**src/rtl/sram_ctl_pkg.sv**
```systemverilog
package sram_ctl_pkg;

  typedef enum logic [1:0] {
    PH_IDLE    = 2'd0,
    PH_SETUP   = 2'd1,
    PH_ACTIVE  = 2'd2,
    PH_RECOVER = 2'd3
  } phase_e;

  // Control-to-datapath strobes; select/weLow/oeLow/drive are registered.
  typedef struct packed {
    logic load;     // latch the request (accept cycle)
    logic select;   // chip enables and enabled lane strobes active
    logic weLow;    // write enable asserted
    logic oeLow;    // output enable asserted
    logic drive;    // data-bus drivers on
    logic capture;  // sample read data at the coming edge
  } strobe_t;

  function automatic int ceilCycles(input int ns, input int clkNs);
    int c;
    c = (ns + clkNs - 1) / clkNs;
    return (c < 1) ? 1 : c;
  endfunction

  function automatic int maxOf(input int a, input int b);
    return (a > b) ? a : b;
  endfunction

endpackage

```
**src/rtl/sram_ctl_fsm.sv**
```systemverilog
module sram_ctl_fsm
  import sram_ctl_pkg::*;
#(
  parameter int WR_CYC = 9,
  parameter int RD_CYC = 11,
  parameter int CNT_W  = 4
) (
  input  logic    clk,
  input  logic    rstN,
  input  logic    reqValid,
  input  logic    reqWrite,
  output logic    reqReady,
  output logic    rspDone,
  output strobe_t strb
);

  phase_e state, nextState;
  logic [CNT_W-1:0] cnt, nextCnt;
  logic isWr, nextIsWr;
  logic accept;
  logic selQ, weLowQ, oeLowQ, driveQ, doneQ;

  assign accept   = reqValid && (state == PH_IDLE);
  assign reqReady = (state == PH_IDLE);
  assign rspDone  = doneQ;

  always_comb begin
    nextState = state;
    nextCnt   = cnt;
    nextIsWr  = isWr;
    unique case (state)
      PH_IDLE: begin
        if (accept) begin
          nextState = PH_SETUP;
          nextIsWr  = reqWrite;
        end
      end
      PH_SETUP: begin
        nextState = PH_ACTIVE;
        nextCnt   = isWr ? CNT_W'(WR_CYC) : CNT_W'(RD_CYC);
      end
      PH_ACTIVE: begin
        if (cnt == CNT_W'(1)) nextState = PH_RECOVER;
        else                  nextCnt   = cnt - CNT_W'(1);
      end
      PH_RECOVER: nextState = PH_IDLE;
      default:    nextState = PH_IDLE;
    endcase
  end

  always_ff @(posedge clk or negedge rstN) begin
    if (!rstN) begin
      state  <= PH_IDLE;
      cnt    <= '0;
      isWr   <= 1'b0;
      selQ   <= 1'b0;
      weLowQ <= 1'b0;
      oeLowQ <= 1'b0;
      driveQ <= 1'b0;
      doneQ  <= 1'b0;
    end else begin
      state  <= nextState;
      cnt    <= nextCnt;
      isWr   <= nextIsWr;
      // pin strobes are registered from the next phase: glitch-free edges
      selQ   <= (nextState != PH_IDLE);
      weLowQ <= (nextState == PH_ACTIVE) && nextIsWr;
      oeLowQ <= (nextState == PH_ACTIVE) && !nextIsWr;
      driveQ <= nextIsWr && ((nextState == PH_ACTIVE) || (nextState == PH_RECOVER));
      doneQ  <= (state == PH_RECOVER);
    end
  end

  always_comb begin
    strb.load    = accept;
    strb.select  = selQ;
    strb.weLow   = weLowQ;
    strb.oeLow   = oeLowQ;
    strb.drive   = driveQ;
    strb.capture = (state == PH_ACTIVE) && (cnt == CNT_W'(1)) && !isWr;
  end

endmodule

```
**src/rtl/sram_ctl_dp.sv**
```systemverilog
module sram_ctl_dp
  import sram_ctl_pkg::*;
#(
  parameter int ADDR_W = 18,
  parameter int DATA_W = 16,
  parameter int LANES  = 2
) (
  input  logic              clk,
  input  logic              rstN,
  input  strobe_t           strb,
  input  logic [ADDR_W-1:0] reqAddr,
  input  logic [DATA_W-1:0] reqWdata,
  input  logic [LANES-1:0]  reqMask,
  input  logic [DATA_W-1:0] memDqIn,
  output logic [ADDR_W-1:0] memAddr,
  output logic              memCeN,
  output logic              memCe,
  output logic              memWeN,
  output logic              memOeN,
  output logic [LANES-1:0]  memLaneN,
  output logic [DATA_W-1:0] memDqOut,
  output logic              memDqOe,
  output logic [DATA_W-1:0] rspRdata
);

  localparam int LANE_W = DATA_W / LANES;

  logic [ADDR_W-1:0] addrQ;
  logic [DATA_W-1:0] wdataQ;
  logic [LANES-1:0]  maskQ;

  always_ff @(posedge clk or negedge rstN) begin
    if (!rstN) begin
      addrQ  <= '0;
      wdataQ <= '0;
      maskQ  <= '0;
    end else if (strb.load) begin
      addrQ  <= reqAddr;
      wdataQ <= reqWdata;
      maskQ  <= reqMask;
    end
  end

  assign memAddr  = addrQ;
  assign memDqOut = wdataQ;
  assign memDqOe  = strb.drive;
  assign memCeN   = !strb.select;
  assign memCe    = strb.select;
  assign memWeN   = !strb.weLow;
  assign memOeN   = !strb.oeLow;

  for (genvar l = 0; l < LANES; l++) begin : g_lane
    logic [LANE_W-1:0] laneQ;
    always_ff @(posedge clk or negedge rstN) begin
      if (!rstN)             laneQ <= '0;
      else if (strb.capture) laneQ <= maskQ[l] ? memDqIn[l*LANE_W +: LANE_W] : '0;
    end
    assign rspRdata[l*LANE_W +: LANE_W] = laneQ;
    assign memLaneN[l] = !(strb.select && maskQ[l]);
  end

endmodule

```
**src/rtl/sram_ctl.sv**
```systemverilog
module sram_ctl
  import sram_ctl_pkg::*;
#(
  parameter int ADDR_W  = 18,
  parameter int DATA_W  = 16,
  parameter int CLK_NS  = 4,
  parameter int T_AA_NS = 45,
  parameter int T_OE_NS = 25,
  parameter int T_WP_NS = 35,
  parameter int T_AW_NS = 40,
  parameter int T_DW_NS = 20
) (
  input  logic              clk,
  input  logic              rstN,
  input  logic              reqValid,
  output logic              reqReady,
  input  logic              reqWrite,
  input  logic [ADDR_W-1:0] reqAddr,
  input  logic [DATA_W-1:0] reqWdata,
  input  logic [1:0]        reqMask,
  output logic              rspDone,
  output logic [DATA_W-1:0] rspRdata,
  output logic [ADDR_W-1:0] memAddr,
  output logic              memCeN,
  output logic              memCe,
  output logic              memWeN,
  output logic              memOeN,
  output logic              memLbN,
  output logic              memUbN,
  output logic [DATA_W-1:0] memDqOut,
  output logic              memDqOe,
  input  logic [DATA_W-1:0] memDqIn
);

  localparam int LANES  = 2;
  // write pulse: address/select lead WE by the one setup cycle
  localparam int WR_CYC = maxOf(maxOf(ceilCycles(T_WP_NS, CLK_NS), ceilCycles(T_DW_NS, CLK_NS)),
                                ceilCycles(T_AW_NS, CLK_NS) - 1);
  // read window: address/select lead OE by the one setup cycle
  localparam int RD_CYC = maxOf(ceilCycles(T_AA_NS, CLK_NS) - 1, ceilCycles(T_OE_NS, CLK_NS));
  localparam int CNT_W  = $clog2(maxOf(WR_CYC, RD_CYC) + 1);

  strobe_t strb;
  logic [LANES-1:0] laneN;

  sram_ctl_fsm #(
    .WR_CYC(WR_CYC),
    .RD_CYC(RD_CYC),
    .CNT_W (CNT_W)
  ) u_fsm (
    .clk     (clk),
    .rstN    (rstN),
    .reqValid(reqValid),
    .reqWrite(reqWrite),
    .reqReady(reqReady),
    .rspDone (rspDone),
    .strb    (strb)
  );

  sram_ctl_dp #(
    .ADDR_W(ADDR_W),
    .DATA_W(DATA_W),
    .LANES (LANES)
  ) u_dp (
    .clk     (clk),
    .rstN    (rstN),
    .strb    (strb),
    .reqAddr (reqAddr),
    .reqWdata(reqWdata),
    .reqMask (reqMask),
    .memDqIn (memDqIn),
    .memAddr (memAddr),
    .memCeN  (memCeN),
    .memCe   (memCe),
    .memWeN  (memWeN),
    .memOeN  (memOeN),
    .memLaneN(laneN),
    .memDqOut(memDqOut),
    .memDqOe (memDqOe),
    .rspRdata(rspRdata)
  );

  assign memLbN = laneN[0];
  assign memUbN = laneN[1];

endmodule

```
**config.mk**
```make
export PLATFORM = sky130hd
export DESIGN_NAME = sram_ctl
export DESIGN_NICKNAME = d
export VERILOG_FILES = /design/src/rtl/sram_ctl_pkg.sv /design/src/rtl/sram_ctl_fsm.sv /design/src/rtl/sram_ctl_dp.sv /design/src/rtl/sram_ctl.sv
export SDC_FILE = /design/constraint.sdc
export NUM_CORES = 1
export LEC_CHECK = 0
export BUFFER_PORTS_ARGS = -buffer_cell sky130_fd_sc_hd__buf_4
export CORE_AREA = 2 2 91 93
export CTS_CLUSTER_DIAMETER = 100
export DETAILED_ROUTE_END_ITERATION = 10
export DIE_AREA = 0 0 93 95
export PLACE_DENSITY = 0.61
export SLEW_MARGIN = 20
export SYNTH_ARGS = -nofsm -noshare
export SYNTH_HDL_FRONTEND = slang
export SYNTH_SLANG_ARGS = --single-unit
```
**constraint.sdc**
```tcl
create_clock -name clk -period 1.8 [get_ports clk]
set_input_delay 0.18 -clock clk [delete_from_list [all_inputs] [get_ports clk]]
set_output_delay 0.18 -clock clk [all_outputs]
set_load 0.02 [all_outputs]
```
==> summary.md, run 1 <==
| Metric | Value |
|---|---|
| Xor and xnor area share after synthesis | 0 |
| Area growth syn-to-layout | 44.9% |
| FF-to-FF Start | u_fsm.cnt[1]$_DFFE_PN0P_ |
| Dominant synthesized flop cell | dfrtp_1 |
| Final Instance Count excl. Fillers | between 400 and 500 |
| Multi-input logic area | between 900 and 1000 um^2 |
| Clk buf depth | 2 |
| Synth top cells by count | dfrtp_1, mux2_2, inv_1, nand2_1, mux2i_1 |
| DR WL/cell | 13.1 um |
| Ant diodes | 0 |
| Reg-to-reg endpoint | u_fsm.oeLowQ$_DFF_PN0_ |
| Yosys top cell area share | 0.600 |
| Post-CTS Resized | 0 |
| Final Skew | 0.00537 ns |
| F_max | 595 MHz |
| Synth area leaders | dfrtp_1, mux2_2, mux2i_1, inv_1, ha_1 |
| Total power | 6.88 mW |
| Largest net degree at the start of global routing | 65 |
| Via density | about 4.4 |
| I/O pins | 115 |
| Status | finished clean |
| Post-detail-place hpwl | 4140 um |
| Slew Viols, Final | 0 |
| Fin. Hold Viols | 0 |
| Final nets | between 300 and 400 |
| Yosys top cell by area | dfrtp_1 |
| Initial antenna violation count | 0 |
| Reg2Reg Setup Slack | 0.12 ns |
| Final WL | around 5700 um |
| Hold Path Stages | 2 |
| 1st-iter DRT viols | 40 |
| Gate Count Post-Synth | roughly 200 |
| Synth cell types | 28 |
| Required @ worst endpoint | 2.02 ns |
| Die X | 93 um |
| Unrepaired setup endpoints after global routing | no |
| Port Buffers | 114 |
| Adder-cell share of the synthesized area | 0.0328 |
| CTS tree | yes |
| Clock latency on the worst-skew pair | 0.33 ns |
| H-tree lvl count | 3 |
| Final setup fails | 0 |
| Synth Area in Simple Gates | 0.0694 |
| Mapped Area | 2670 um^2 |
| Slowest cell on crit path | or3b_4 |
| Synth Register Bits | 64 |
| Pwr per Cell Area | 1780 nW/um^2 |
| Filler cells | 762 |
| Synthesized area per cell | 13.2 um^2 |
| Worst Setup End Kind | register |
| Final core utilization | 0.488 |
| Routed vias | ~1,900 |
| Routability cong. | 0.760 |
| Hold Crit Start | reqAddr[8] |
| Crit Path Class | register to register |
| Synth Area in Compound Gates | 0.0328 |
| Rel. slew slack | 0.768 |
| Slew at the pin with the worst max-slew slack | between 0.3 and 0.4 ns |
| Clk sinks | between 60 and 70 |
| Fraction of layout cells with a size suffix above 1 | 0.526 |
| Crit Path Max Fanout | 4 |
| Sequential area share after synthesis | 0.600 |
| Hold Path End | u_dp.memAddr[8]$_DFFE_PN0P_ |
| Die Y | roughly 95 um |
| First-pass GRT wire length | 9050 um |
| Largest family of logic cells by synthesized area | multiplexers |
| Total gr overflow | 0 |
| Mux contribution to synthesized area | 0.216 |
| Fin crit period | 1.68 ns |
| Clock root cell | clkbuf_8 |
| Initial core utilization | 0.337 |
| Rows | 33 |
| Async SR Flop Fraction | 1.00 |
| CTS Buf Count | 9 |
| Count of warnings emitted by yosys | 0 |
| Leak | 2.01 nW |
| CP peak stage delay | 0.41 ns |
| Post-CTS Hold Buffers | 1 |
| CP cell instances | inv_1 -> ha_1 -> or3b_4 -> a221oi_4 -> and3b_1 |
| Register area | about 1600 um^2 |
| R2R depth | 5 |
| Die Area | 8840 um^2 |
| Fin crit share | 0.934 |
| DRC | 0 |
| DP Cell Count | roughly 420 |
| TNS Setup | 0 ns |
| Total Routing Usage GR | 0.133 |
| Worst-path clk slew | 0.07 ns |
| Hold Path Class | input port to register |
| Cell with the most instances after synthesis | dfrtp_1 |
| CP Launch Type | register |
| Vias in the first global route | between 1,500 and 2,000 |
| Core Region | 7930 um^2 |
| Crit path arrival time | 1.90 ns |
| EDFF count, synth | 0 |
| Postcts setup bufs | 0 |
| Pre-antenna DRT Iters | 4 |
| Maximum VDD drop | 0.821 mV |
| Routed Antenna Nets | 0 |
| Synthesized net count | 266 |
| Max-cap viol count | 0 |
-- layer usage --
metal | global-route usage | share of wire | vias to the layer above
met5 | 0 | 0 | -
met4 | 0.0699 | 0.021 | 0
met3 | 0.0423 | 0.066 | 12
met2 | 0.208 | 0.48 | 62
met1 | 0.165 | 0.43 | 924
li1 | - | - | 910
-- area by class of cell --
type,count,share of cell area
clock inverters,4,0.0116
inverters,24,0.0233
well taps,105,0.0339
multi-input cells,107,0.242
flip-flops and latches,64,0.414
clock buffers,12,0.0349
repair buffers,120,0.240
-- metrics by stage --
step,hold WS (ns),worst slack [ns],area [um^2]
global route,0.0549,0.0271,3870
detailed placement,0.211,0.119,3680
floorplan,-0.116,0.0472,2670
global placement,0.209,0.174,3680
CTS,0.0482,0.110,3870
finish,0.0775,0.119,3870
-- kinds of logic (layout without fill, tap and decap cells) --
family / after synthesis / count (layout)
multiplexers: 53 / 53
adder cells (fa/ha/maj): 7 / 7
AO/OA/AOI/OAI: 10 / 10
buffers and inverters: 32 / 160
AND/OR/NAND/NOR: 37 / 37
flip-flops: 64 / 64
-- flip-flops by register name (all words and copies together) (netlist names) --
| name | cells |
|---|---|
| u_fsm.oeLowQ | 1 |
| u_dp.maskQ | 2 |
| u_fsm.selQ | 1 |
| u_dp.memDqOut | 16 |
| u_fsm.state | 2 |
| u_fsm.weLowQ | 1 |
| u_fsm.cnt | 4 |
| u_dp.g_lane.laneQ | 16 |
| u_fsm.isWr | 1 |
| u_fsm.rspDone | 1 |
| u_fsm.driveQ | 1 |
| u_dp.memAddr | 18 |
-- cell usage in the layout (no fill, tap or decap), types with 2 or more instances in the layout --
cell type,synthesis,routed
inv_1,24,24
clkbuf_8,0,9
ha_1,7,7
clkinv_2,0,3
buf_4,0,117
dfrtp_1,64,64
clkbuf_1,3,3
mux2_2,36,36
nor2b_1,4,4
o21ai_0,2,2
nor2_1,4,4
nand2_1,21,20
buf_12,0,2
mux2i_1,17,17
-- critical path: cells and delay by family (launching register included) --
kind / cells / cell delay [ns]
AO/OA/AOI/OAI: 1 / 0.31
flip-flops: 1 / 0.38
adder cells (fa/ha/maj): 1 / 0.17
buffers and inverters: 1 / 0.10
AND/OR/NAND/NOR: 2 / 0.62
-- worst max path at each step --
stage               slack (ns)                   endpoint  cells past startpoint                startpoint
floorplan                 0.05  u_dp.maskQ[0]$_DFFE_PN0P_                      5  u_fsm.state[0]$_DFF_PN0_
global placement          0.17     u_fsm.oeLowQ$_DFF_PN0_                      5  u_fsm.cnt[1]$_DFFE_PN0P_
detailed placement        0.12     u_fsm.oeLowQ$_DFF_PN0_                      5  u_fsm.cnt[1]$_DFFE_PN0P_
CTS                       0.11     u_fsm.oeLowQ$_DFF_PN0_                      5  u_fsm.cnt[1]$_DFFE_PN0P_
global route              0.03     u_fsm.oeLowQ$_DFF_PN0_                      5  u_fsm.cnt[1]$_DFFE_PN0P_
finish                    0.12     u_fsm.oeLowQ$_DFF_PN0_                      5  u_fsm.cnt[1]$_DFFE_PN0P_
-- report_power, final --
| group | switching, mW | internal, mW | total, mW |
|---|---|---|---|
| Combinational | 1.64 | 1.60 | 3.24 |
| Clock | 0.511 | 0.634 | 1.14 |
| Sequential | 0.406 | 2.08 | 2.49 |
| Total | 2.55 | 4.32 | 6.88 |
Power figures use the tool's default switching activity.
==> run 2: changes to the inputs <==
- SETUP_SLACK_MARGIN: unset -> 0.5
==> summary.md, run 2 (synthesis results as in run 1) <==
| Metric | Value |
|---|---|
| Initial core utilization | 0.337 |
| Reg2Reg Setup Slack | 0.17 ns |
| Slew at the pin with the worst max-slew slack | 0.417 ns |
| Post-detail-place hpwl | between 4000 and 5000 um |
| FF-to-FF Start | u_fsm.cnt[1]$_DFFE_PN0P_ |
| DR WL/cell | 14.7 um |
| Ant diodes | 0 |
| Multi-input logic area | 1100 um^2 |
| Port Buffers | between 100 and 150 |
| H-tree lvl count | 3 |
| DRC | 0 |
| Fin crit period | between 1.5 and 2 ns |
| Core Region | 7930 um^2 |
| 1st-iter DRT viols | 76 |
| Crit path arrival time | 1.86 ns |
| Fraction of layout cells with a size suffix above 1 | 0.616 |
| Slowest cell on crit path | dfrtp_1 |
| Commonest non-fill, non-tap cell in the layout | buf_4 |
| Crit Path Class | register to register |
| Total power | 7.90 mW |
| Clock latency on the worst-skew pair | about 0.34 ns |
| Largest register FFs | 18 |
| Clk buf depth | 2 |
| Status | finished clean |
| Hold Path Class | input port to register |
| Crit Path Max Fanout | 4 |
| F_max | 614 MHz |
| Die X | 93 um |
| CP peak stage delay | approximately 0.4 ns |
| CTS tree | yes |
| CTS Buf Count | 9 |
| Crit path from | u_fsm.cnt[1]$_DFFE_PN0P_ |
| Vias in the first global route | around 2,000 |
| Final nets | 411 |
| Total Routing Usage GR | 0.156 |
| Hold Crit Start | reqAddr[5] |
| Routability cong. | 0.743 |
| Final WL | slightly below 7000 um |
| Required @ worst endpoint | 2.03 ns |
| Worst-path clk slew | 0.07 ns |
| Leak | 2.23 nW |
| Fin crit share | 0.904 |
| Slew Viols, Final | 0 |
| Pre-antenna DRT Iters | 4 |
| Register area | 1610 um^2 |
| Max-cap viol count | 0 |
| CP Launch Type | register |
| Filler cells | 712 |
| Routed Antenna Nets | 0 |
| CP cell instances | inv_2 -> ha_4 -> or3b_4 -> a221oi_4 -> and3b_1 |
| First-pass GRT wire length | 10,400 um |
| Worst Setup End Kind | register |
| Maximum VDD drop | 0.835 mV |
| Final setup fails | 0 |
| Clock root cell | clkbuf_8 |
| Area growth syn-to-layout | 63.0% |
| Final Instance Count excl. Fillers | 457 |
| Commonest cells after routing, fill and taps aside | buf_4, dfrtp_1, mux2_2 |
| Pwr per Cell Area | between 1500 and 2000 nW/um^2 |
| Die Area | approximately 8800 um^2 |
| Final Skew | 0.00675 ns |
| TNS Setup | 0 ns |
| Via density | 4.46 |
| Rows | 33 |
| Largest net degree at the start of global routing | 36 |
| DP Cell Count | between 400 and 500 |
| Die Y | 95 um |
| Initial antenna violation count | 0 |
| Rel. slew slack | 0.722 |
| Routed vias | 2,036 |
| Total gr overflow | 0 |
| I/O pins | 115 |
| Unrepaired setup endpoints after global routing | yes |
| Fin. Hold Viols | 0 |
| Clk sinks | 64 |
-- run 2: what timing repair did --
item                       in CTS  in global routing
pin swaps                       6                  6
setup buffers                  15                  3
cloned                          5                  0
gates resized for setup        37                 11
hold endpoints to repair       29                  0
setup endpoints to repair      65                 63
hold buffers                    1                  0
-- run 2: final timing paths --
path,depth (start not counted),to
setup / recovery,5,u_fsm.oeLowQ$_DFF_PN0_
hold / removal,2,u_dp.memAddr[5]$_DFFE_PN0P_
setup reg to reg,5,u_fsm.oeLowQ$_DFF_PN0_
hold reg to reg,1,u_dp.memAddr[9]$_DFFE_PN0P_
max in group asynchronous,3,u_dp.maskQ[0]$_DFFE_PN0P_
min in group asynchronous,2,u_dp.g_lane[1].laneQ[3]$_DFFE_PN0P_
-- run 2: cell type report --
class | count | share of cell area
Tap cell | 105 | 0.0302
Timing Repair Buffer | 142 | 0.288
Clock inverter | 3 | 0.00402
Sequential cell | 64 | 0.369
Clock buffer | 12 | 0.0356
Multi-Input combinational cell | 107 | 0.253
Inverter | 24 | 0.0207
-- run 2: report_power, final --
group	switching [mW]	total [mW]	internal (mW)
sequential	0.431	2.52	2.09
combinational	1.96	4.27	2.32
clock	0.540	1.10	0.563
-- run 2: layer usage --
layer / global-route usage / part of all wire / vias to the layer above
met5: 0 / 0 / -
met4: 0.0760 / 0.014 / 0
met3: 0.0391 / 0.065 / 10
li1: - / - / 963
met2: 0.257 / 0.51 / 69
met1: 0.192 / 0.41 / 994
-- run 2: per-stage QoR --
step,hold WS [ns],utilization,cell area [um^2],setup WS (ns)
global route,0.0496,0.549,4350,0.109
detailed placement,0.150,0.468,3710,0.141
floorplan,-0.116,-,2730,0.229
global placement,0.148,0.468,3710,0.184
finish,0.0693,0.549,4350,0.172
CTS,0.0480,0.541,4290,0.177
-- run 2: critical path: cells and delay by family, from the launching register on --
kind	cells	cell delay [ns]
and+or+nand+nor	2	0.60
DFF	1	0.40
AOI/OAI and AO/OA	1	0.32
adders and majority gates	1	0.12
buffers and inverters	1	0.08
